## src/rtl/refdiv_pkg.sv

```systemverilog
package refdiv_pkg;

    // Shared control state of both divider stages
    typedef enum logic [0:0] {
        DIV_ARM = 1'b0,
        DIV_RUN = 1'b1
    } div_state_e;

endpackage

```

## src/rtl/refdiv_common.sv

```systemverilog
module refdiv_common
    import refdiv_pkg::*;
#(
    parameter int CW   = 10,
    parameter int CMIN = 8
) (
    input  logic          clk,
    input  logic          rst,
    input  logic [CW-1:0] ratio_i,
    output logic          tc_o,
    output logic [CW-1:0] lim_o
);
    localparam logic [CW-1:0] MIN_V = CW'(CMIN);
    localparam logic [CW-1:0] ONE_V = CW'(1);

    div_state_e    state_q;
    logic [CW-1:0] cnt_q;
    logic [CW-1:0] lim_q;

    function automatic logic [CW-1:0] clamp(input logic [CW-1:0] r);
        return (r < MIN_V) ? MIN_V : r;
    endfunction

    // state register
    always_ff @(posedge clk) begin
        if (rst) begin
            state_q <= DIV_ARM;
        end else begin
            unique case (state_q)
                DIV_ARM: state_q <= DIV_RUN;
                DIV_RUN: state_q <= DIV_RUN;
                default: state_q <= DIV_ARM;
            endcase
        end
    end

    // count and ratio registers
    always_ff @(posedge clk) begin
        if (rst) begin
            cnt_q <= '0;
            lim_q <= MIN_V;
        end else begin
            unique case (state_q)
                DIV_ARM: begin
                    cnt_q <= ONE_V;
                    lim_q <= clamp(ratio_i);
                end
                DIV_RUN: begin
                    if (tc_o) begin
                        cnt_q <= ONE_V;
                        lim_q <= clamp(ratio_i);
                    end else begin
                        cnt_q <= cnt_q + ONE_V;
                    end
                end
                default: begin
                    cnt_q <= '0;
                    lim_q <= MIN_V;
                end
            endcase
        end
    end

    assign tc_o  = (state_q == DIV_RUN) && (cnt_q == lim_q);
    assign lim_o = lim_q;

endmodule

```

## src/rtl/refdiv_sub.sv

```systemverilog
module refdiv_sub
    import refdiv_pkg::*;
#(
    parameter int SW = 4
) (
    input  logic          clk,
    input  logic          rst,
    input  logic          en_i,
    input  logic [SW-1:0] code_i,
    output logic          tc_o
);
    localparam logic [SW-1:0] ONE_V = SW'(1);

    div_state_e    state_q;
    logic [SW-1:0] cnt_q;
    logic [SW-1:0] code_q;

    // state register
    always_ff @(posedge clk) begin
        if (rst) begin
            state_q <= DIV_ARM;
        end else begin
            unique case (state_q)
                DIV_ARM: state_q <= DIV_RUN;
                DIV_RUN: state_q <= DIV_RUN;
                default: state_q <= DIV_ARM;
            endcase
        end
    end

    // event counter, advanced only by common strobes
    always_ff @(posedge clk) begin
        if (rst) begin
            cnt_q  <= '0;
            code_q <= '0;
        end else begin
            unique case (state_q)
                DIV_ARM: begin
                    cnt_q  <= '0;
                    code_q <= code_i;
                end
                DIV_RUN: begin
                    if (en_i) begin
                        if (cnt_q == code_q) begin
                            cnt_q  <= '0;
                            code_q <= code_i;
                        end else begin
                            cnt_q <= cnt_q + ONE_V;
                        end
                    end
                end
                default: begin
                    cnt_q  <= '0;
                    code_q <= '0;
                end
            endcase
        end
    end

    assign tc_o = (state_q == DIV_RUN) && en_i && (cnt_q == code_q);

endmodule

```

## src/rtl/refdiv_route.sv

```systemverilog
module refdiv_route (
    input  logic clk,
    input  logic rst,
    input  logic sel_i,
    input  logic com_i,
    input  logic sub_i,
    output logic rf_o,
    output logic if_o
);
    // registered crossbar: outputs never glitch on a select change
    always_ff @(posedge clk) begin
        if (rst) begin
            rf_o <= 1'b0;
            if_o <= 1'b0;
        end else begin
            rf_o <= sel_i ? sub_i : com_i;
            if_o <= sel_i ? com_i : sub_i;
        end
    end

endmodule

```

## src/rtl/refdiv_dual.sv

```systemverilog
module refdiv_dual #(
    parameter int CW   = 10,
    parameter int SW   = 4,
    parameter int CMIN = 8
) (
    input  logic          clk,
    input  logic          rst,
    input  logic [CW-1:0] com_ratio,
    input  logic [SW-1:0] sub_code,
    input  logic          path_sel,
    output logic          rf_ref,
    output logic          if_ref
);
    logic          com_tc;
    logic          sub_tc;
    logic [CW-1:0] com_lim;

    refdiv_common #(.CW(CW), .CMIN(CMIN)) u_com (
        .clk     (clk),
        .rst     (rst),
        .ratio_i (com_ratio),
        .tc_o    (com_tc),
        .lim_o   (com_lim)
    );

    refdiv_sub #(.SW(SW)) u_sub (
        .clk    (clk),
        .rst    (rst),
        .en_i   (com_tc),
        .code_i (sub_code),
        .tc_o   (sub_tc)
    );

    refdiv_route u_route (
        .clk   (clk),
        .rst   (rst),
        .sel_i (path_sel),
        .com_i (com_tc),
        .sub_i (sub_tc),
        .rf_o  (rf_ref),
        .if_o  (if_ref)
    );

endmodule

```

## config.mk

```make
export PLATFORM = sky130hd
export DESIGN_NAME = refdiv_dual
export DESIGN_NICKNAME = d
export VERILOG_FILES = /design/src/rtl/refdiv_pkg.sv /design/src/rtl/refdiv_common.sv /design/src/rtl/refdiv_sub.sv /design/src/rtl/refdiv_route.sv /design/src/rtl/refdiv_dual.sv
export SDC_FILE = /design/constraint.sdc
export NUM_CORES = 1
export LEC_CHECK = 0
export BUFFER_PORTS_ARGS = -buffer_cell sky130_fd_sc_hd__buf_4
export CAP_MARGIN = 20
export CORE_ASPECT_RATIO = 0.8
export CORE_MARGIN = 1
export CORE_UTILIZATION = 45
export CTS_CLUSTER_DIAMETER = 40
export DETAILED_ROUTE_END_ITERATION = 10
export PLACE_DENSITY = 0.75
export SETUP_SLACK_MARGIN = 0.15
export SLEW_MARGIN = 20
export SYNTH_ARGS = -nofsm -noshare
export SYNTH_HDL_FRONTEND = slang
export SYNTH_HIERARCHICAL = 1
export SYNTH_SLANG_ARGS = --single-unit
```

## constraint.sdc

```tcl
create_clock -name clk -period 2.6 [get_ports clk]
set_input_delay 0.13 -clock clk [delete_from_list [all_inputs] [get_ports clk]]
set_output_delay 0.13 -clock clk [all_outputs]
set_load 0.01 [all_outputs]
```

-- After elaboration in Yosys (flattened, before gate mapping)
Cells that the tools add are included.
- bits in registers: 31
- input port bits: 17
- output and inout port bits: 2
- logic and storage cells: 33
- $add $sub $neg: 2
- $lt $le $gt $ge: 1
- equal/unequal tests: 4
- multiplexer cells: 14
- bitwise logic cells: 1
- reduce and logical (&&, ||, !) cells: 4
- operators by type and width (cell ; count):
    10-bit case mux with 2 select lines ; 2
    10-bit two-way mux ; 3
    4-bit two-way mux ; 4
    4-bit case mux with 2 select lines ; 2
    10-bit by 1-bit adder with 10-bit output, second input constant ; 1
    10-bit == test ; 1
    10-bit by 4-bit less-than comparator with 1-bit output, second input constant ; 1
    4-bit by 1-bit adder with 4-bit output, second input constant ; 1
    4-bit == test ; 1
    1-bit logical AND ; 3
    1-bit two-way mux ; 3
    2-bit by 1-bit inequality test with 1-bit output, second input constant ; 1
    2-bit inequality test, second input constant ; 1
    2-bit AND reduction ; 1
    1-bit inverter ; 1

-- Longest topological paths before layout
- word-level depth: 5
- gate-level depth with buffers: 8
- depth with buffers taken out: 8

-- By module
Netlist, hierarchy kept.
- modules (own cells, without submodules) (module ; times used ; cells each ; area an instance (µm²) ; seq. area each (µm²)):
    refdiv_common ; 1 ; 148 ; 1238.7 ; 420.4
    refdiv_sub ; 1 ; 59 ; 514.2 ; 180.2
    refdiv_route ; 1 ; 6 ; 67.6 ; 40.0

-- Worst setup path before layout
No wires, ideal clock.
- kind: register -> register
- start: register u_com.cnt_q[2]
- end: register u_sub.code_q[3]
- library setup time: 0.122 ns
- arrival time: 2.124 ns
- required time: 2.478 ns
- setup slack: 0.354 ns
- stages on the path, launching flop included: 8
- buffers on the path: 0
- clock period less this slack: 2.246 ns
- cell sequence: dfxtp_1 -> xnor2_1 -> nand4_1 -> nor4_1 -> inv_2 -> nand2_1 -> o32ai_1 -> a311o_1
- word-level cells in the longest chain between the ends: 4
- ends and longest elaborated chain (what ; line ; RTL):
    from (decl) ; refdiv_common.sv:17 ; logic [CW-1:0] cnt_q;
    from (signal assigned) ; refdiv_common.sv:53 ; cnt_q <= cnt_q + ONE_V;
    10-bit == test ; refdiv_common.sv:64 ; assign tc_o = (state_q == DIV_RUN) && (cnt_q == lim_q);
    1-bit logical AND ; refdiv_common.sv:64 ;
    net com_tc ; refdiv_dual.sv:14 ; logic com_tc;
    2-bit by 1-bit inequality test with 1-bit output (no source line) ; n/a ;
    2-bit AND reduction (no source line) ; n/a ;
    to (signal assigned) ; refdiv_sub.sv:40 ; code_q <= code_i;
    to (signal assigned) ; refdiv_sub.sv:46 ; code_q <= code_i;
    to (decl) ; refdiv_sub.sv:16 ; logic [SW-1:0] code_q;
The timed path passes the listed nets, and every way through them passes these cells.
A chain may end at the register's enable or synchronous reset.

-- Final worst setup path
- start: register u_com.cnt_q[2]
- end: register u_sub.code_q[1]
Same word-level chain as after synthesis.

==> key figures <==
Place
  – Number of port buffers: 18
  – Routability cong.: 0.785
  – Final HPWL from detailed placement: 2670 um

Clock tree
  – Clock slew at the register clock pins of the worst setup and hold paths: 60 ps
  – Sink Count: 32
  – Number of hold buffers added after cts: 0
  – TritonCTS clock tree: built
  – Number of setup buffers added after CTS: 0
  – Number of buffers inserted during clock tree synthesis: 5
  – H-tree depth reported by CTS: 2
  – Clock Tree Root: clkbuf_8
  – Quantity of gates resized following cts: 0
  – Clock latency reported for the late side of the worst-skew pair: 280 ps
  – Clock buffer depth: 2

Synth
  – Cells after synthesis: 213
  – Async set-or-reset flop fraction in the synthesized netlist: 0%
  – Number of enable-type register cells in the synthesized netlist: 0
  – Main area contributors after synthesis: dfxtp_1, xnor2_1, a311o_1
  – Most area-hungry cell type in the Yosys netlist: dfxtp_1
  – Fraction of the yosys area taken by sequential cells: 35.2%
  – Net count of the mapped netlist: 232
  – Total of flip-flops plus latches after synthesis: 32
  – Fraction of post-synthesis cell area in the top cell type by area: 35.2%
  – Number of synthesis warnings: 6
  – Commonest register cell after synthesis: dfxtp_1
  – Post-Syn Area per Cell: 8.55 um^2
  – Number of different library cells in the post-synthesis netlist: 38
  – Cell area after synthesis: 1820 um^2

Floorplan
  – Initial standard-cell utilization of the core: 47.5%
  – Die Width: 73.1 um
  – Std-Cell Core Area: 3830 um^2
  – Number of placed I/O pins: 19
  – # rows: 20
  – Die ar.: 4310 um^2
  – Die Height: 58.9 um

Timing
  – Final clock skew: 3.37 ps
  – Number of failing hold endpoints at the final stage: 0
  – Final period utilization: 83.3%
  – Maximum clock frequency: 0.462 GHz
  – RSZ-0062 raised after global routing: false
  – Max-slew violation count: 0
  – Worst slew margin: 63.5%
  – Final setup viols: 0
  – Final critical path time including I/O delays and setup: 2170 ps
  – Worst hold slack: 122 ps
  – Post-route setup TNS: 0 ps
  – Slew at the pin with the worst max-slew slack: 548 ps

Worst setup path
  – FF-to-FF End: u_sub/code_q[1]$_SDFFE_PP0P_
  – Setup slack of the most critical reg-to-reg path: 430 ps
  – Critical Path Sink Type: register
  – Critical path peak fanout: 10
  – Cell-by-cell trace of the critical path: xnor2_1 > nand4_1 > nor4_1 > buf_4 > inv_2 > nand2_1 > o32ai_1 > a311o_1
  – Arrival time at the worst endpoint: 2340 ps
  – Delay of the slowest cell on the worst path: 420 ps
  – Beginning of the worst register-to-register path: u_com/cnt_q[2]$_SDFF_PP0_
  – Worst setup SP type: register
  – Cell with the biggest individual delay on the critical path: dfxtp_1
  – R2r worst-path depth: 8
  – Worst Setup Path Type: register to register
  – Worst endpoint required time: 2770 ps

Drt
  – Drt first pass iters: 4
  – 1st-iter DRT viols: 146
  – Overall via count from detail_route: 1635
  – Final routed wirelength across all metal layers: 3880 um
  – Post-route DRC violation count: 0
  – Routed wire length per instance: 13.7 um
  – Average via count per standard cell: 5.76
  – Final ANT Viol Nets: 0

Worst hold path
  – Hold Crit Depth: 3
  – Hold Startpoint: path_sel
  – Hold path endpoint: u_route/if_o$_SDFF_PP0_
  – Type of the most critical hold path: input port to register

Power and ir drop
  – Static leakage: 0.000721 uW
  – Pwr dens: 560 nW/um^2
  – Maximum resistive drop on vdd: 0.380 mV

Global route
  – Global-route wire length before repair: 6720 um
  – Largest net degree at the start of global routing: 41
  – GRT Total Usage: 20.7%
  – Final global-route overflow total: 0
  – Number of global-route vias before repair: 1412
  – Antenna violations before repair: 0

Finish
  – Antenna diode count: 0
  – Area added between synthesis and finish: 13.0%
  – Layout cell share with drive strength beyond 1: 14.4%
  – Count of filler cells inserted in the layout: 362
  – Fin nets: 247

Job
  – Number of maximum-capacitance violations: 0

Outcome
  – Result of the run: finished clean
## routing by layer
layer | up-vias | routed length [um] | global-route usage, % | share of wire, %
met4 | 0 | 71 | 10.4 | 1.8
met3 | 6 | 212 | 4.45 | 5.5
met2 | 57 | 1540 | 25.3 | 40
met5 | - | 0 | 0 | 0
li1 | 824 | - | - | -
met1 | 748 | 2060 | 32.8 | 53
## kinds of logic (layout without fill, tap and decap cells)
logic type | after synthesis | in the layout | share of synthesized area (%)
multiplexers | 2 | 2 | 1.10
buffers and inverters | 27 | 43 | 7.28
AO/OA/AOI/OAI | 53 | 53 | 22.3
flip-flops | 32 | 32 | 35.2
AND/OR/NAND/NOR | 75 | 75 | 22.1
XOR/XNOR | 22 | 22 | 10.6
adder cells (fa/ha/maj) | 2 | 2 | 1.37
## layout make-up
| cell class | instances | area, um^2 | share of cell area [%] |
|---|---|---|---|
| clock buffers | 8 | 90.1 | 4.38 |
| inverters | 14 | 52.6 | 2.55 |
| multi-input cells | 154 | 1050 | 50.9 |
| flip-flops and latches | 32 | 641 | 31.1 |
| well taps | 55 | 68.8 | 3.35 |
| repair buffers | 21 | 158 | 7.66 |
## stage by stage
stage / std cells / power (uW) / setup slack, ps / utilization [%] / instance area [um^2]
floorplan: 213 / 731 / 354 / - / 1820
global placement: 276 / 770 / 512 / 51.4 / 1970
detailed placement: 276 / 770 / 473 / 51.4 / 1970
CTS: 284 / 1160 / 457 / 53.7 / 2060
global route: 284 / 1210 / 281 / 53.7 / 2060
finish: 284 / 1150 / 434 / 53.7 / 2060
## cell usage after synthesis (3+ instances only)
library cell,count
nor3_1,12
dfxtp_1,32
clkbuf_1,6
o32ai_1,10
nor2_1,12
and3_1,4
inv_1,13
nor4_1,5
nand4_1,6
buf_2,4
o21ai_0,6
a21oi_1,12
a21boi_0,3
nand2_1,14
o211ai_1,3
a311o_1,10
xnor2_1,20
nand3_1,11
a22oi_1,4
## cells in the final DEF (no fill, tap or decap), types with 4 or more instances in the layout
cell type / n
dfxtp_1: 32
buf_4: 21
xnor2_1: 20
nand2_1: 14
inv_1: 13
nor2_1: 12
nor3_1: 12
a21oi_1: 12
nand3_1: 11
o32ai_1: 10
a311o_1: 10
clkbuf_8: 6
nand4_1: 6
o21ai_0: 6
nor4_1: 5
and3_1: 4
a22oi_1: 4
## flip-flops by register name, summed over array words and instances (netlist names)
signal / flops
u_route/if_o: 1
u_com/state_q: 1
u_sub/cnt_q: 4
u_sub/state_q: 1
u_com/lim_o: 10
u_com/cnt_q: 10
u_sub/code_q: 4
u_route/rf_o: 1
## critical path: cells and delay by family (launching register included)
kind,cells,cell delay [ps]
flip-flops,1,420
AO/OA/AOI/OAI,2,380
AND/OR/NAND/NOR,3,800
XOR/XNOR,1,170
buffers and inverters,2,280
## where the power goes
group / switching (uW) / internal (uW) / leakage, uW
Sequential: 26.1 / 517 / 0.000262
Combinational: 135 / 85.2 / 0.000413
Clock: 173 / 216 / 0.0000455
Total: 334 / 818 / 0.000721
## how the worst max path moves through the flow
| stage | start | to | slack [ps] | depth (start not counted) |
|---|---|---|---|---|
| 6_report | u_com/cnt_q[2]$_SDFF_PP0_ | u_sub/code_q[1]$_SDFFE_PP0P_ | 430 | 8 |
| 5_1_grt | u_com/cnt_q[2]$_SDFF_PP0_ | u_sub/code_q[3]$_SDFFE_PP0P_ | 280 | 8 |
| 4_1_cts | u_com/cnt_q[2]$_SDFF_PP0_ | u_sub/code_q[3]$_SDFFE_PP0P_ | 460 | 8 |
| 3_5_place_dp | u_com/cnt_q[2]$_SDFF_PP0_ | u_sub/code_q[3]$_SDFFE_PP0P_ | 470 | 8 |
| 3_3_place_gp | u_com/cnt_q[2]$_SDFF_PP0_ | u_sub/code_q[0]$_SDFFE_PP0P_ | 510 | 8 |
| 2_1_floorplan | u_com/cnt_q[2]$_SDFF_PP0_ | u_sub/code_q[3]$_SDFFE_PP0P_ | 350 | 7 |
(Power assumes the default switching activity.)
